## config.mk

```make
export PLATFORM = sky130hd
export DESIGN_NAME = dma_chan_seq
export DESIGN_NICKNAME = d
export VERILOG_FILES = /design/src/rtl/dma_seq_pkg.sv /design/src/rtl/dma_ptr_unit.sv /design/src/rtl/dma_len_ctrl.sv /design/src/rtl/dma_chan_seq.sv
export SDC_FILE = /design/constraint.sdc
export NUM_CORES = 1
export LEC_CHECK = 0
export ABC_AREA = 1
export BUFFER_PORTS_ARGS = -buffer_cell sky130_fd_sc_hd__buf_2
export CELL_PAD_IN_SITES_DETAIL_PLACEMENT = 1
export CELL_PAD_IN_SITES_GLOBAL_PLACEMENT = 1
export CORE_ASPECT_RATIO = 0.7
export CORE_MARGIN = 8
export CORE_UTILIZATION = 44
export CTS_CLUSTER_DIAMETER = 150
export DETAILED_ROUTE_END_ITERATION = 10
export PLACE_DENSITY = 0.89
export SLEW_MARGIN = 15
export SYNTH_ARGS = -nofsm -noshare
export SYNTH_HDL_FRONTEND = slang
export SYNTH_SLANG_ARGS = --single-unit
```

## constraint.sdc

```tcl
create_clock -name clk -period 6.82 [get_ports clk]
set_input_delay 0.682 -clock clk [delete_from_list [all_inputs] [get_ports clk]]
set_output_delay 0.682 -clock clk [all_outputs]
set_load 0.05 [all_outputs]
```

## src/rtl/dma_seq_pkg.sv

```systemverilog
`timescale 1ns/1ps
package dma_seq_pkg;

  typedef enum logic [2:0] {
    ST_IDLE, ST_ARMED, ST_RD, ST_WR, ST_ACK
  } seq_st_e;

  localparam logic [1:0] TRIG_BUF = 2'b00;
  localparam logic [1:0] TRIG_BLK = 2'b01;
  localparam logic [1:0] TRIG_RPT = 2'b10;
  localparam logic [1:0] TRIG_LL  = 2'b11;
  localparam logic [7:0] BUF_MAX  = 8'd128;

  // step code to byte count: 0->1, 1->2, 2->4, 3->8
  function automatic logic [3:0] size_bytes(input logic [1:0] code);
    return 4'd1 << code;
  endfunction

  // pointer update: mode 10 adds, 11 subtracts, else holds
  function automatic logic [63:0] ptr_step(input logic [63:0] p,
                                           input logic [1:0] mode,
                                           input logic [1:0] code);
    logic [63:0] s;
    s = 64'(size_bytes(code));
    case (mode)
      2'b10:   return p + s;
      2'b11:   return p - s;
      default: return p;
    endcase
  endfunction

  // bytes of the next beat: smallest of step, buffer left, block left
  function automatic logic [3:0] beat_len(input logic [3:0] sz,
                                          input logic [31:0] buf_left,
                                          input logic [31:0] blk_left);
    logic [31:0] b;
    b = 32'(sz);
    if (buf_left < b) b = buf_left;
    if (blk_left < b) b = blk_left;
    return b[3:0];
  endfunction

endpackage

```

## src/rtl/dma_ptr_unit.sv

```systemverilog
`timescale 1ns/1ps
module dma_ptr_unit
  import dma_seq_pkg::*;
#(
  parameter int AW = 32
) (
  input  logic          clk,
  input  logic          rst_n,
  input  logic          load_i,
  input  logic [AW-1:0] start_i,
  input  logic [1:0]    mode_i,
  input  logic [1:0]    size_i,
  input  logic          rewind_i,
  input  logic          step_i,
  output logic [AW-1:0] ptr_o
);

  logic [AW-1:0] start_q, ptr_q;
  logic [1:0]    mode_q, size_q;

  always_ff @(posedge clk or negedge rst_n) begin
    if (!rst_n) begin
      start_q <= '0;
      ptr_q   <= '0;
      mode_q  <= '0;
      size_q  <= '0;
    end else if (load_i) begin
      start_q <= start_i;
      ptr_q   <= start_i;
      mode_q  <= mode_i;
      size_q  <= size_i;
    end else if (rewind_i) begin
      ptr_q <= start_q;
    end else if (step_i) begin
      ptr_q <= AW'(ptr_step(64'(ptr_q), mode_q, size_q));
    end
  end

  assign ptr_o = ptr_q;

  // a pointer in a non-moving mode never changes on a beat
  assert_fixed_ptr_R1: assert property (@(posedge clk) disable iff (!rst_n)
    (step_i && !load_i && !rewind_i && !mode_q[1]) |=> $stable(ptr_o));

endmodule

```

## src/rtl/dma_len_ctrl.sv

```systemverilog
`timescale 1ns/1ps
module dma_len_ctrl
  import dma_seq_pkg::*;
#(
  parameter int CW = 17,
  parameter int RW = 8,
  parameter int LW = 8
) (
  input  logic          clk,
  input  logic          rst_n,
  input  logic          load_i,
  input  logic [CW-1:0] blk_i,
  input  logic [LW-1:0] buf_len_i,
  input  logic [RW-1:0] rpt_i,
  input  logic [1:0]    src_size_i,
  input  logic          beat_i,
  input  logic          buf_rl_i,
  input  logic          blk_rl_i,
  output logic [3:0]    beat_bytes_o,
  output logic          buf_end_o,
  output logic          blk_end_o,
  output logic          rpt_zero_o
);

  logic [CW-1:0] blk_q, blk_start_q;
  logic [LW-1:0] buf_q, buf_len_q;
  logic [RW-1:0] rpt_q;
  logic [1:0]    sz_q;

  assign beat_bytes_o = beat_len(size_bytes(sz_q), 32'(buf_q), 32'(blk_q));
  assign buf_end_o    = (buf_q == LW'(beat_bytes_o));
  assign blk_end_o    = (blk_q == CW'(beat_bytes_o));
  assign rpt_zero_o   = (rpt_q == '0);

  always_ff @(posedge clk or negedge rst_n) begin
    if (!rst_n) begin
      blk_q <= '0; blk_start_q <= '0;
      buf_q <= '0; buf_len_q   <= '0;
      rpt_q <= '0; sz_q        <= '0;
    end else if (load_i) begin
      blk_q <= blk_i;    blk_start_q <= blk_i;
      buf_q <= buf_len_i; buf_len_q  <= buf_len_i;
      rpt_q <= rpt_i;    sz_q        <= src_size_i;
    end else if (beat_i) begin
      if (blk_rl_i) begin
        blk_q <= blk_start_q;
        rpt_q <= rpt_q - 1'b1;
        buf_q <= buf_len_q;
      end else begin
        blk_q <= blk_q - CW'(beat_bytes_o);
        buf_q <= buf_rl_i ? buf_len_q : buf_q - LW'(beat_bytes_o);
      end
    end
  end

  // a completing beat never moves more bytes than the block holds
  assert_no_overrun_R10: assert property (@(posedge clk) disable iff (!rst_n)
    beat_i |-> (blk_q >= CW'(beat_bytes_o)) && (beat_bytes_o != 4'd0));

endmodule

```

## src/rtl/dma_chan_seq.sv

```systemverilog
`timescale 1ns/1ps
module dma_chan_seq
  import dma_seq_pkg::*;
#(
  parameter int AW = 32,
  parameter int DW = 64,
  parameter int CW = 17,
  parameter int RW = 8
) (
  input  logic          clk,
  input  logic          rst_n,
  input  logic          arm_i,
  input  logic [31:0]   cfg_i,
  input  logic [1:0]    prio_i,
  input  logic [AW-1:0] src_i,
  input  logic [AW-1:0] dst_i,
  input  logic [CW-1:0] blk_bytes_i,
  input  logic [RW-1:0] rpt_i,
  input  logic          ack_by_write_i,
  input  logic [AW-1:0] ack_addr_i,
  input  logic [31:0]   ack_val_i,
  input  logic          dreq_i,
  output logic          mem_req_o,
  output logic          mem_we_o,
  output logic [AW-1:0] mem_addr_o,
  output logic [3:0]    mem_bytes_o,
  output logic [DW-1:0] mem_wdata_o,
  input  logic [DW-1:0] mem_rdata_i,
  input  logic          mem_ready_i,
  output logic          busy_o,
  output logic          armed_o,
  output logic [1:0]    prio_o,
  output logic          hw_ack_o,
  output logic          buf_done_o,
  output logic          blk_done_o,
  output logic          xfer_done_o,
  output logic          err_o
);

  localparam int LW = 8;
  localparam int NPTR = 2;

  // configuration fields
  logic [1:0] f_trig;
  logic [7:0] f_len;
  logic       unused_cfg;
  assign f_trig     = cfg_i[29:28];
  assign f_len      = cfg_i[25:18];
  assign unused_cfg = ^{cfg_i[31:30], cfg_i[27:26], cfg_i[17:12], cfg_i[7:4]};

  seq_st_e       st_q, st_d;
  logic [1:0]    trig_q;
  logic          ackw_q, fin_q, err_q;
  logic [AW-1:0] ack_addr_q;
  logic [31:0]   ack_val_q;
  logic [DW-1:0] rd_data_q;
  logic          hw_ack_q, buf_done_q, blk_done_q, xfer_done_q;
  logic [1:0]    prio_q;

  // named internal events
  logic idle_ok, cfg_bad, arm_ok, beat_fire, rpt_go, all_end, req_end;
  logic [3:0] beat_bytes;
  logic buf_end, blk_end, rpt_zero;

  assign idle_ok   = (st_q == ST_IDLE) || (st_q == ST_ARMED);
  assign cfg_bad   = (f_len == 8'd0) || (f_len > BUF_MAX) ||
                     (f_trig == TRIG_LL) || (blk_bytes_i == '0);
  assign arm_ok    = arm_i && idle_ok && !err_q && !cfg_bad;
  assign beat_fire = (st_q == ST_WR) && mem_ready_i;
  assign rpt_go    = (trig_q == TRIG_RPT) && !rpt_zero;
  assign all_end   = blk_end && !rpt_go;
  assign req_end   = all_end || ((trig_q == TRIG_BUF) && buf_end);

  // source (0) and destination (1) pointers
  logic [AW-1:0] p_start [NPTR];
  logic [1:0]    p_mode  [NPTR];
  logic [1:0]    p_size  [NPTR];
  logic [AW-1:0] p_val   [NPTR];
  assign p_start[0] = src_i;       assign p_start[1] = dst_i;
  assign p_mode[0]  = cfg_i[1:0];  assign p_mode[1]  = cfg_i[3:2];
  assign p_size[0]  = cfg_i[9:8];  assign p_size[1]  = cfg_i[11:10];

  for (genvar g = 0; g < NPTR; g++) begin : g_ptr
    dma_ptr_unit #(.AW(AW)) u_ptr (
      .clk(clk), .rst_n(rst_n), .load_i(arm_ok), .start_i(p_start[g]),
      .mode_i(p_mode[g]), .size_i(p_size[g]),
      .rewind_i(beat_fire && blk_end && rpt_go), .step_i(beat_fire),
      .ptr_o(p_val[g]));
  end

  dma_len_ctrl #(.CW(CW), .RW(RW), .LW(LW)) u_len (
    .clk(clk), .rst_n(rst_n), .load_i(arm_ok), .blk_i(blk_bytes_i),
    .buf_len_i(f_len), .rpt_i(rpt_i), .src_size_i(cfg_i[9:8]),
    .beat_i(beat_fire), .buf_rl_i(buf_end || blk_end),
    .blk_rl_i(blk_end && rpt_go), .beat_bytes_o(beat_bytes),
    .buf_end_o(buf_end), .blk_end_o(blk_end), .rpt_zero_o(rpt_zero));

  always_comb begin
    st_d = st_q;
    case (st_q)
      ST_IDLE:  if (arm_ok) st_d = ST_ARMED;
      ST_ARMED: if (arm_i) st_d = cfg_bad ? ST_IDLE : ST_ARMED;
                else if (dreq_i) st_d = ST_RD;
      ST_RD:    if (mem_ready_i) st_d = ST_WR;
      ST_WR:    if (mem_ready_i) begin
                  if (!req_end)    st_d = ST_RD;
                  else if (ackw_q) st_d = ST_ACK;
                  else             st_d = all_end ? ST_IDLE : ST_ARMED;
                end
      ST_ACK:   if (mem_ready_i) st_d = fin_q ? ST_IDLE : ST_ARMED;
      default:  st_d = ST_IDLE;
    endcase
  end

  always_ff @(posedge clk or negedge rst_n) begin
    if (!rst_n) begin
      st_q <= ST_IDLE; trig_q <= '0; ackw_q <= 1'b0; fin_q <= 1'b0;
      err_q <= 1'b0; ack_addr_q <= '0; ack_val_q <= '0; rd_data_q <= '0;
      hw_ack_q <= 1'b0; buf_done_q <= 1'b0; blk_done_q <= 1'b0;
      xfer_done_q <= 1'b0; prio_q <= '0;
    end else begin
      st_q        <= st_d;
      hw_ack_q    <= beat_fire && req_end && !ackw_q;
      buf_done_q  <= beat_fire && (buf_end || blk_end);
      blk_done_q  <= beat_fire && blk_end;
      xfer_done_q <= beat_fire && all_end;
      if (arm_i && idle_ok && cfg_bad) err_q <= 1'b1;
      if (arm_ok) begin
        trig_q     <= f_trig;
        ackw_q     <= ack_by_write_i;
        ack_addr_q <= ack_addr_i;
        ack_val_q  <= ack_val_i;
        prio_q     <= prio_i;
      end
      if (st_q == ST_RD && mem_ready_i) rd_data_q <= mem_rdata_i;
      if (beat_fire && req_end) fin_q <= all_end;
    end
  end

  // master port
  assign mem_req_o   = (st_q == ST_RD) || (st_q == ST_WR) || (st_q == ST_ACK);
  assign mem_we_o    = (st_q == ST_WR) || (st_q == ST_ACK);
  assign mem_addr_o  = (st_q == ST_ACK) ? ack_addr_q :
                       (st_q == ST_WR)  ? p_val[1] : p_val[0];
  assign mem_bytes_o = (st_q == ST_ACK) ? 4'd4 : beat_bytes;
  assign mem_wdata_o = (st_q == ST_ACK) ? DW'(ack_val_q) : rd_data_q;

  assign busy_o      = mem_req_o;
  assign armed_o     = (st_q != ST_IDLE);
  assign prio_o      = prio_q;
  assign hw_ack_o    = hw_ack_q;
  assign buf_done_o  = buf_done_q;
  assign blk_done_o  = blk_done_q;
  assign xfer_done_o = xfer_done_q;
  assign err_o       = err_q;

  assert_err_sticky_R7: assert property (@(posedge clk) disable iff (!rst_n)
    err_o |=> err_o);
  assert_err_quiet_R7: assert property (@(posedge clk) disable iff (!rst_n)
    err_o |-> !mem_req_o);
  assert_xfer_with_blk_R12: assert property (@(posedge clk) disable iff (!rst_n)
    xfer_done_o |-> blk_done_o);
  assert_xfer_single_R12: assert property (@(posedge clk) disable iff (!rst_n)
    xfer_done_o |=> !xfer_done_o);
  assert_req_hold_R13: assert property (@(posedge clk) disable iff (!rst_n)
    (mem_req_o && !mem_ready_i) |=> mem_req_o && $stable(mem_addr_o)
                                    && $stable(mem_bytes_o));
  assert_busy_ack_R9: assert property (@(posedge clk) disable iff (!rst_n)
    ($fell(busy_o) && ackw_q) |-> ($past(st_q) == ST_ACK));
  assert_prio_hold_R11: assert property (@(posedge clk) disable iff (!rst_n)
    busy_o |=> $stable(prio_o));

endmodule

```

==> Yosys cells after proc, flatten, opt, wreduce, memory -nomap -nowiden <==
Cells that the tools add are included.
{ "word_totals": {"inputBits": 257, "register_bits": 336, "out_inout_bits": 111, "word_cells": 136} }
{ "op_classes": {"reduce_logical": 45, "n_mux": 36, "n_addsub": 7, "order_cmp": 3, "eq_ne": 17, "n_shift": 2} }
{ "op_table": {"columns": ["cell", "n"], "rows": [
  ["$mux 32", 8],
  ["$pmux 32 s2", 2],
  ["$add 32x4->32", 2],
  ["$mux 64", 1],
  ["$mux 8", 8],
  ["$sub 32x4->32", 2],
  ["$mux 17", 3],
  ["$mux 3", 8],
  ["$eq 17x4->1", 1],
  ["$logic_not 17->1", 1],
  ["$lt 17x8->1", 1],
  ["$sub 17x4->17", 1],
  ["$logic_and 1x1->1", 16],
  ["$logic_not 8->1", 2],
  ["$pmux 3 s5", 1],
  ["$eq 2x2->1 const B", 6],
  ["$logic_or 1x1->1", 9],
  ["$eq 8x4->1", 1],
  ["$gt 8x8->1 const B", 1],
  ["$lt 8x4->1", 1],
  ["$mux 4", 2],
  ["$ne 2x2->1 const B", 4],
  ["$reduce_bool 4->1", 2],
  ["$shl 1x2->4 const A", 2],
  ["14 further kinds", 25]
]} }

==> Logic depth before layout (Yosys ltp) <==
Gate-level depths: netlist of the first run.
{ "depth": {"word_depth": 12, "ltp_mapped": 33, "depth_no_buf": 32} }

==> Hierarchy <==
From an unflattened synthesis of the first run, not the netlist that was laid out.
{ "hier_totals": {"hier_cells": 3232, "hier_area_um2": 22041.1} }
{ "modules_own_cells": {"columns": ["module", "area_per_inst_um2", "n_inst", "cells_each", "seq_area_each_um2"], "rows": [
  ["dma_chan_seq", 6855.3, 1, 885, 3553.4],
  ["dma_ptr_unit (g_ptr[0].u_ptr)", 5530.3, 1, 881, 1701.6],
  ["dma_ptr_unit (g_ptr[1].u_ptr)", 5485.3, 1, 881, 1701.6],
  ["dma_len_ctrl", 4170.2, 1, 585, 1501.4]
]} }

==> Worst setup path before layout of the first run <==
OpenSTA, ideal clock, no wires.
{ "synth_path": {"kind": "reg-to-reg", "from": "reg g_ptr[0].u_ptr.size_q[0] (netlist name)", "to": "reg g_ptr[1].u_ptr.ptr_q[4]", "slack_ns": 2.620, "stages_incl_launch_ff": 28, "path_buffers": 1, "required_time_ns": 6.738, "arrival_ns": 4.118, "cell_sequence": "dfrtp_1 nand2_1 ha_1 nand2_1 nand3_1 nor2_1 nand2_2 nand2_1 o21ai_0 ha_1 nand2_1 nor2_1 nand2_1 nor2_1 a21oi_4 nand2_1 nand2_1 and2_1 ha_1 nand2_1 nor4_1 nand3_1 inv_2 nand2_1 buf_2 nand2_1 o211ai_1 a31oi_1"} }
{ "synth_rtl": {"columns": ["item", "line_no", "rtl"], "rows": [
  ["to (signal assigned)", "dma_ptr_unit.sv:29", "ptr_q <= start_i;"],
  ["to (signal assigned)", "dma_ptr_unit.sv:33", "ptr_q <= start_q;"],
  ["to (signal assigned)", "dma_ptr_unit.sv:35", "ptr_q <= AW'(ptr_step(64'(ptr_q), mode_q, size_q));"],
  ["to (decl)", "dma_ptr_unit.sv:18", "logic [AW-1:0] start_q, ptr_q;"]
]} }

==> results of run 1 <==
## per-stage QoR
| stage | total power (W) | area, sq um | setup slack (ns) | std cells |
|---|---|---|---|---|
| 2_1_floorplan | 0.007996 | 20350 | 2.620 | 2789 |
| 3_3_place_gp | 0.009527 | 22570 | 1.324 | 3663 |
| 3_5_place_dp | 0.009875 | 22570 | 1.122 | 3663 |
| 4_1_cts | 0.01209 | 23790 | 1.025 | 3727 |
| 5_1_grt | 0.01294 | 23840 | 0.4512 | 3742 |
| 6_report | 0.01214 | 23850 | 0.9346 | 3743 |
## sequential cells by signal, indices dropped and copies added, names as in the netlist, 2 cells and up
signal,count
ack_val_q,32
g_ptr.u_ptr.start_q,64
g_ptr.u_ptr.size_q,4
rd_data_q,64
u_len.buf_q,8
u_len.rpt_q,8
st_q,3
g_ptr.u_ptr.mode_q,4
prio_o,2
ack_addr_q,32
u_len.blk_start_q,17
u_len.blk_q,17
trig_q,2
g_ptr.u_ptr.ptr_o,64
u_len.buf_len_q,8
## how the worst max path moves through the flow
stage,endpoint,cells past startpoint
floorplan,g_ptr[1].u_ptr.ptr_o[4],27
global placement,g_ptr[1].u_ptr.ptr_o[7],28
detailed placement,g_ptr[1].u_ptr.ptr_o[13],28
CTS,g_ptr[1].u_ptr.ptr_o[13],30
global route,g_ptr[1].u_ptr.ptr_o[10],31
finish,g_ptr[1].u_ptr.ptr_o[13],30
## kinds of logic (layout without fill, tap and decap cells)
group / after synthesis / after routing / synth area share
AO/OA/AOI/OAI: 554 / 554 / 0.1510
XOR/XNOR: 40 / 40 / 0.01723
buffers and inverters: 380 / 707 / 0.07432
AND/OR/NAND/NOR: 1358 / 1358 / 0.2724
multiplexers: 32 / 32 / 0.01772
adder cells (fa/ha/maj): 85 / 85 / 0.05377
other: 1 / 19 / 0.0001844
flip-flops: 336 / 336 / 0.4134
## worst max-delay path: cells and delay by family, from the launching register on
family / cells / cell delay (ns)
compound gates: 3 / 0.35
fa+ha+maj: 3 / 0.96
buf+inv: 3 / 0.47
flops: 1 / 0.44
simple gates: 21 / 3.52
## placed cells by master (no fill, tap or decap), drive strengths merged, types with 5 or more instances in the layout
cell	instances
a21o	15
a21oi	180
a22oi	7
a31oi	43
buf	371
clkbuf	55
clkinv	6
dfrtp	336
diode	15
ha	81
inv	272
mux2	32
nand2	818
nand3	129
nand3b	6
nand4	31
nor2	329
nor3	24
nor4	7
o211ai	19
o21a	5
o21ai	249
o21bai	11
o221ai	9
o22ai	8
or2	9
xnor2	24
xor2	16
## power breakdown
| group | internal (W) | leakage (nW) | switching, W |
|---|---|---|---|
| registers | 0.00287 | 4.08 | 0.000613 |
| logic | 0.00200 | 7.83 | 0.00457 |
| clock network | 0.00119 | 0.599 | 0.000890 |
## final cells by class
type / instances / area [sq um] / share of cell area
Multi-Input combinational cell: 2073 / 10450 / 0.4382
Sequential cell: 336 / 8408 / 0.3526
Timing Repair Buffer: 371 / 1937 / 0.08122
Clock buffer: 55 / 1092 / 0.04581
Inverter: 272 / 1027 / 0.04308
Tap cell: 612 / 765.7 / 0.03211
Clock inverter: 9 / 130.1 / 0.005457
Antenna cell: 15 / 37.54 / 0.001574
## layer usage
metal | global-route usage | up-vias | part of all wire
met5 | 0 | - | 0
met4 | 0.09871 | 0 | 0.032
met3 | 0.04829 | 167 | 0.064
met2 | 0.4665 | 756 | 0.47
met1 | 0.3849 | 10471 | 0.44
li1 | - | 9718 | -
==> impl_metrics.py, run 1 <==
metrics = {
    "layout": {
        "area_delta_synth_final_pct": 17.26,
        "postLayoutCoreUtil": 0.5175,
        "drive_gt1_frac": 0.1630,
        "n_fill_cell": 5967,
        "nets": 3432,
    },
    "flow_run": {
        "drv_cap": 0,
    },
    "placement": {
        "gp_congestion": 0.9554,
        "hpwl_microns": 57250,
        "io_buffers": 353,
    },
    "detailed_routing": {
        "viasPerCell": 5.640,
        "vias": 21112,
        "first_pass_iters": 5,
        "wire_per_inst_microns": 21.27,
        "drtIter0Drc": 1675,
        "ant_nets": 0,
        "drc": 0,
        "wirelength_microns": 79600,
    },
    "power_and_ir_drop": {
        "irDropWorstVdd_uv": 367.2,
        "power_leakage_nw": 12.51,
        "powerDensity_nw_per_um2": 508.9,
    },
    "yosys": {
        "synth.cell_area_sq_um": 20340,
        "yosys_warnings": 0,
        "syn_area_per_cell_sq_um": 7.300,
        "yosysMostFrequentCell": "nand2_1",
        "synth_top_area_frac": 0.4134,
        "ys_ff_latch": 336,
        "synth_area_leaders": "dfrtp_1, nand2_1, o21ai_0",
        "synthTopCellsByCount": "nand2_1, dfrtp_1, nor2_1",
        "syn_inst": 2786,
        "synth.yosys.seq_area_share": 0.4134,
        "synth-edff-count": 0,
        "ys_types": 53,
        "synth_top_cell_by_area": "dfrtp_1",
        "ys_async_sr_fraction": 1.000,
        "synth-main-ff-cell": "dfrtp_1",
    },
    "clock_tree": {
        "cts_buffers": 36,
        "cts_max_path_buffers": 3,
        "cts_hold_buffers": 0,
        "clkLatencyLatePin_ns": 0.55,
        "cts-resized-gates": 0,
        "clk_pin_slew_ns": 0.06,
        "cts_tree": "yes",
        "htreeDepth": 2,
        "clockRootBuffer": "clkbuf_16",
        "cts_sinks": 336,
        "cts_setup_buffers": 0,
    },
    "global_routing": {
        "grt_pass1_wl_microns": 124100,
        "grt_max_degree": 166,
        "first_global_vias": 22177,
        "gr-total-overflow": 0,
        "antenna_found_initial": 14,
        "grt.total_usage": 0.2867,
    },
    "critical_path": {
        "reg2reg_depth": 30,
        "r2r-start": "g_ptr[0].u_ptr.size_q[0]",
        "crit_slowest_cell": "dfrtp_1",
        "worst_setup_path_end_kind": "flip-flop",
        "cp_common_cell": "nand2_1",
        "required_ns": 7.27,
        "r2r-end": "g_ptr[1].u_ptr.ptr_o[13]",
        "r2r_slack_ns": 0.93,
        "critPathLaunchType": "flip-flop",
        "crit_type": "flip-flop to flip-flop",
        "critPathLaunch": "g_ptr[0].u_ptr.size_q[0]",
        "crit_fanout": 35,
        "cp.arrival_ns": 6.34,
        "worst_path_largest_cell_delay_ns": 0.44,
    },
    "sta": {
        "fmax_ghz": 0.1699,
        "rsz0062_at_grt": "no",
        "worst_pin_slew_ns": 1.042,
        "finalHoldViolations": 0,
        "fin_crit_ns": 5.885,
        "drv_slew": 0,
        "timing.setup.tns_ns": 0,
        "fin_worst_skew_ns": 0.02376,
        "slew_headroom": 0.3056,
        "holdWs_ns": 0.1487,
        "setup_viol": 0,
        "timing.final.crit_share": 0.8630,
    },
    "die": {
        "dieArea_sq_um": 53470,
        "coreArea_sq_um": 46080,
        "die_y_microns": 195.9,
        "die_w_microns": 273.0,
        "initial_utilization": 0.4413,
        "rows": 66,
        "io_pins": 368,
    },
    "outcome": {
        "status": "completed",
    },
    "worst_hold_path": {
        "min-delay-path-class": "primary input to async pin",
    },
}
Power figures use the tool's default switching activity.
==> inputs of run 2 (changes only) <==
==> constraint.sdc (replaced) <==
create_clock -name clk -period 7.6 [get_ports clk]
set_input_delay 0.76 -clock clk [delete_from_list [all_inputs] [get_ports clk]]
set_output_delay 0.76 -clock clk [all_outputs]
set_load 0.005 [all_outputs]
==> impl_metrics.py, run 2 (same netlist as run 1, synthesis figures left out) <==
metrics = {
    "critical_path": {
        "worst_path_largest_cell_delay_ns": 0.45,
        "path_delay_family": "simple AND/OR/NAND/NOR gates",
        "worst_setup_path_end_kind": "flip-flop",
        "crit_type": "flip-flop to flip-flop",
        "cp.arrival_ns": 6.46,
        "critPathBufInv": 3,
        "critPathLaunchType": "flip-flop",
        "crit_slowest_cell": "buf_4",
        "crit_fanout": 40,
        "required_ns": 8.04,
        "cp_common_cell": "nand2_1",
    },
    "clock_tree": {
        "cts_sinks": 336,
        "cts_max_path_buffers": 3,
        "cts_setup_buffers": 0,
        "cts_tree": "yes",
        "cts_buffers": 36,
        "cts_hold_buffers": 0,
        "cts-resized-gates": 0,
        "clk_pin_slew_ns": 0.06,
        "clkLatencyLatePin_ns": 0.57,
        "htreeDepth": 2,
        "clockRootBuffer": "clkbuf_16",
    },
    "detailed_routing": {
        "vias": 21013,
        "wirelength_microns": 79170,
        "wire_per_inst_microns": 21.18,
        "ant_nets": 0,
        "viasPerCell": 5.621,
        "first_pass_iters": 5,
        "drtIter0Drc": 1501,
        "drc": 0,
    },
    "layout": {
        "n_fill_cell": 5964,
        "postLayoutCoreUtil": 0.5155,
        "fin_cells": 3738,
        "nets": 3429,
        "drive_gt1_frac": 0.1607,
        "layout_common_cells": "nand2_1, buf_2, dfrtp_1, nor2_1, inv_1",
        "final_common_cell": "nand2_1",
        "area_delta_synth_final_pct": 16.80,
    },
    "sta": {
        "fin_worst_skew_ns": 0.03178,
        "fmax_ghz": 0.1661,
        "drv_slew": 0,
        "slew_headroom": 0.2420,
        "finalHoldViolations": 0,
        "timing.final.crit_share": 0.7922,
        "rsz0062_at_grt": "no",
        "fin_crit_ns": 6.021,
        "worst_pin_slew_ns": 1.137,
        "setup_viol": 0,
        "timing.setup.tns_ns": 0,
    },
    "worst_hold_path": {
        "min-delay-path-class": "primary input to async pin",
    },
    "die": {
        "initial_utilization": 0.4413,
        "die_w_microns": 273.0,
        "rows": 66,
        "dieArea_sq_um": 53470,
        "io_pins": 368,
        "die_y_microns": 195.9,
        "coreArea_sq_um": 46080,
    },
    "power_and_ir_drop": {
        "power_leakage_nw": 12.46,
        "p_sw_frac": 0.4532,
        "irDropWorstVdd_uv": 188.0,
        "total_switching_power_w": 0.004421,
        "power_frac_seq": 0.321,
        "pwr-share-comb": 0.497,
        "p_int_w": 0.005334,
        "p_clk_frac": 0.182,
        "powerDensity_nw_per_um2": 410.7,
    },
    "global_routing": {
        "gr-total-overflow": 0,
        "grt.total_usage": 0.2841,
        "grt_pass1_wl_microns": 123100,
        "first_global_vias": 22246,
        "grt_max_degree": 210,
        "antenna_found_initial": 16,
    },
    "flow_run": {
        "drv_cap": 0,
    },
    "outcome": {
        "status": "completed",
    },
    "placement": {
        "gp_congestion": 0.9243,
        "dp.cells": 3660,
        "hpwl_microns": 57370,
        "io_buffers": 353,
    },
}
-- run 2: cell types whose count changed in the layout (fill, tap and decap cells not counted), sizes merged --
cell	before	now
buf	371	368
bufinv	2	0
clkinv	6	5
clkinvlp	1	2
-- run 2: worst paths after layout --
kind                                            startpoint                         end  slack (ns)  cells after the start
worst max-delay path              g_ptr[0].u_ptr.size_q[0]    g_ptr[0].u_ptr.ptr_o[11]        1.58                     30
worst min-delay path                                 rst_n       u_len.blk_start_q[12]        0.23                      1
worst max register to register    g_ptr[0].u_ptr.size_q[0]    g_ptr[0].u_ptr.ptr_o[11]        1.58                     30
worst min register to register  g_ptr[1].u_ptr.start_q[19]  g_ptr[1].u_ptr.start_q[19]        0.48                      2
max in group asynchronous                            rst_n    g_ptr[0].u_ptr.ptr_o[24]        5.77                      2
min in group clk                            ack_addr_i[11]              ack_addr_q[11]        0.38                      3
-- run 2: through the flow --
stage	hold slack, ns	cell area (sq um)	setup slack [ns]	power (W)
CTS	0.2755	23690	1.599	0.009707
global route	0.3005	23750	1.021	0.01050
finish	0.2294	23750	1.579	0.009756
floorplan	0.4428	20350	3.400	0.006131
global placement	0.4559	22560	1.862	0.007491
detailed placement	0.4657	22560	1.675	0.007855
-- run 2: area by class of cell --
class                   count  area, sq um  area share
diodes                     15        37.54    0.001580
clock buffers              55         1062     0.04472
clock inverters             7        70.07    0.002950
inverters                 272         1027     0.04324
multi-input cells        2073        10450      0.4399
flip-flops and latches    336         8408      0.3540
well taps                 612        765.7     0.03224
repair buffers            368         1934     0.08143
-- run 2: power groups by stage --
stage | combinational (W) | sequential, W | clock (W)
global placement | 0.00443 | 0.00306 | 0
CTS | 0.00480 | 0.00312 | 0.00179
floorplan | 0.00321 | 0.00292 | 0
detailed placement | 0.00473 | 0.00313 | 0
global route | 0.00543 | 0.00321 | 0.00186
finish | 0.00485 | 0.00313 | 0.00177
-- run 2: worst reg2reg max path, delay by kind of cell, from the launching register on --
family | cells | cell delay [ns]
fa+ha+maj | 3 | 0.98
simple gates | 21 | 2.87
flops | 1 | 0.44
compound gates | 3 | 0.68
buf+inv | 3 | 0.93
-- run 2: per-layer routing --
| layer | vias up | track usage | routed length [microns] | part of all wire |
|---|---|---|---|---|
| met5 | - | 0 | 13 | 0.00016 |
| met4 | 2 | 0.1126 | 2994 | 0.038 |
| met3 | 173 | 0.05389 | 5034 | 0.064 |
| met2 | 643 | 0.4500 | 36460 | 0.46 |
| met1 | 10499 | 0.3820 | 34670 | 0.44 |
| li1 | 9696 | - | - | - |
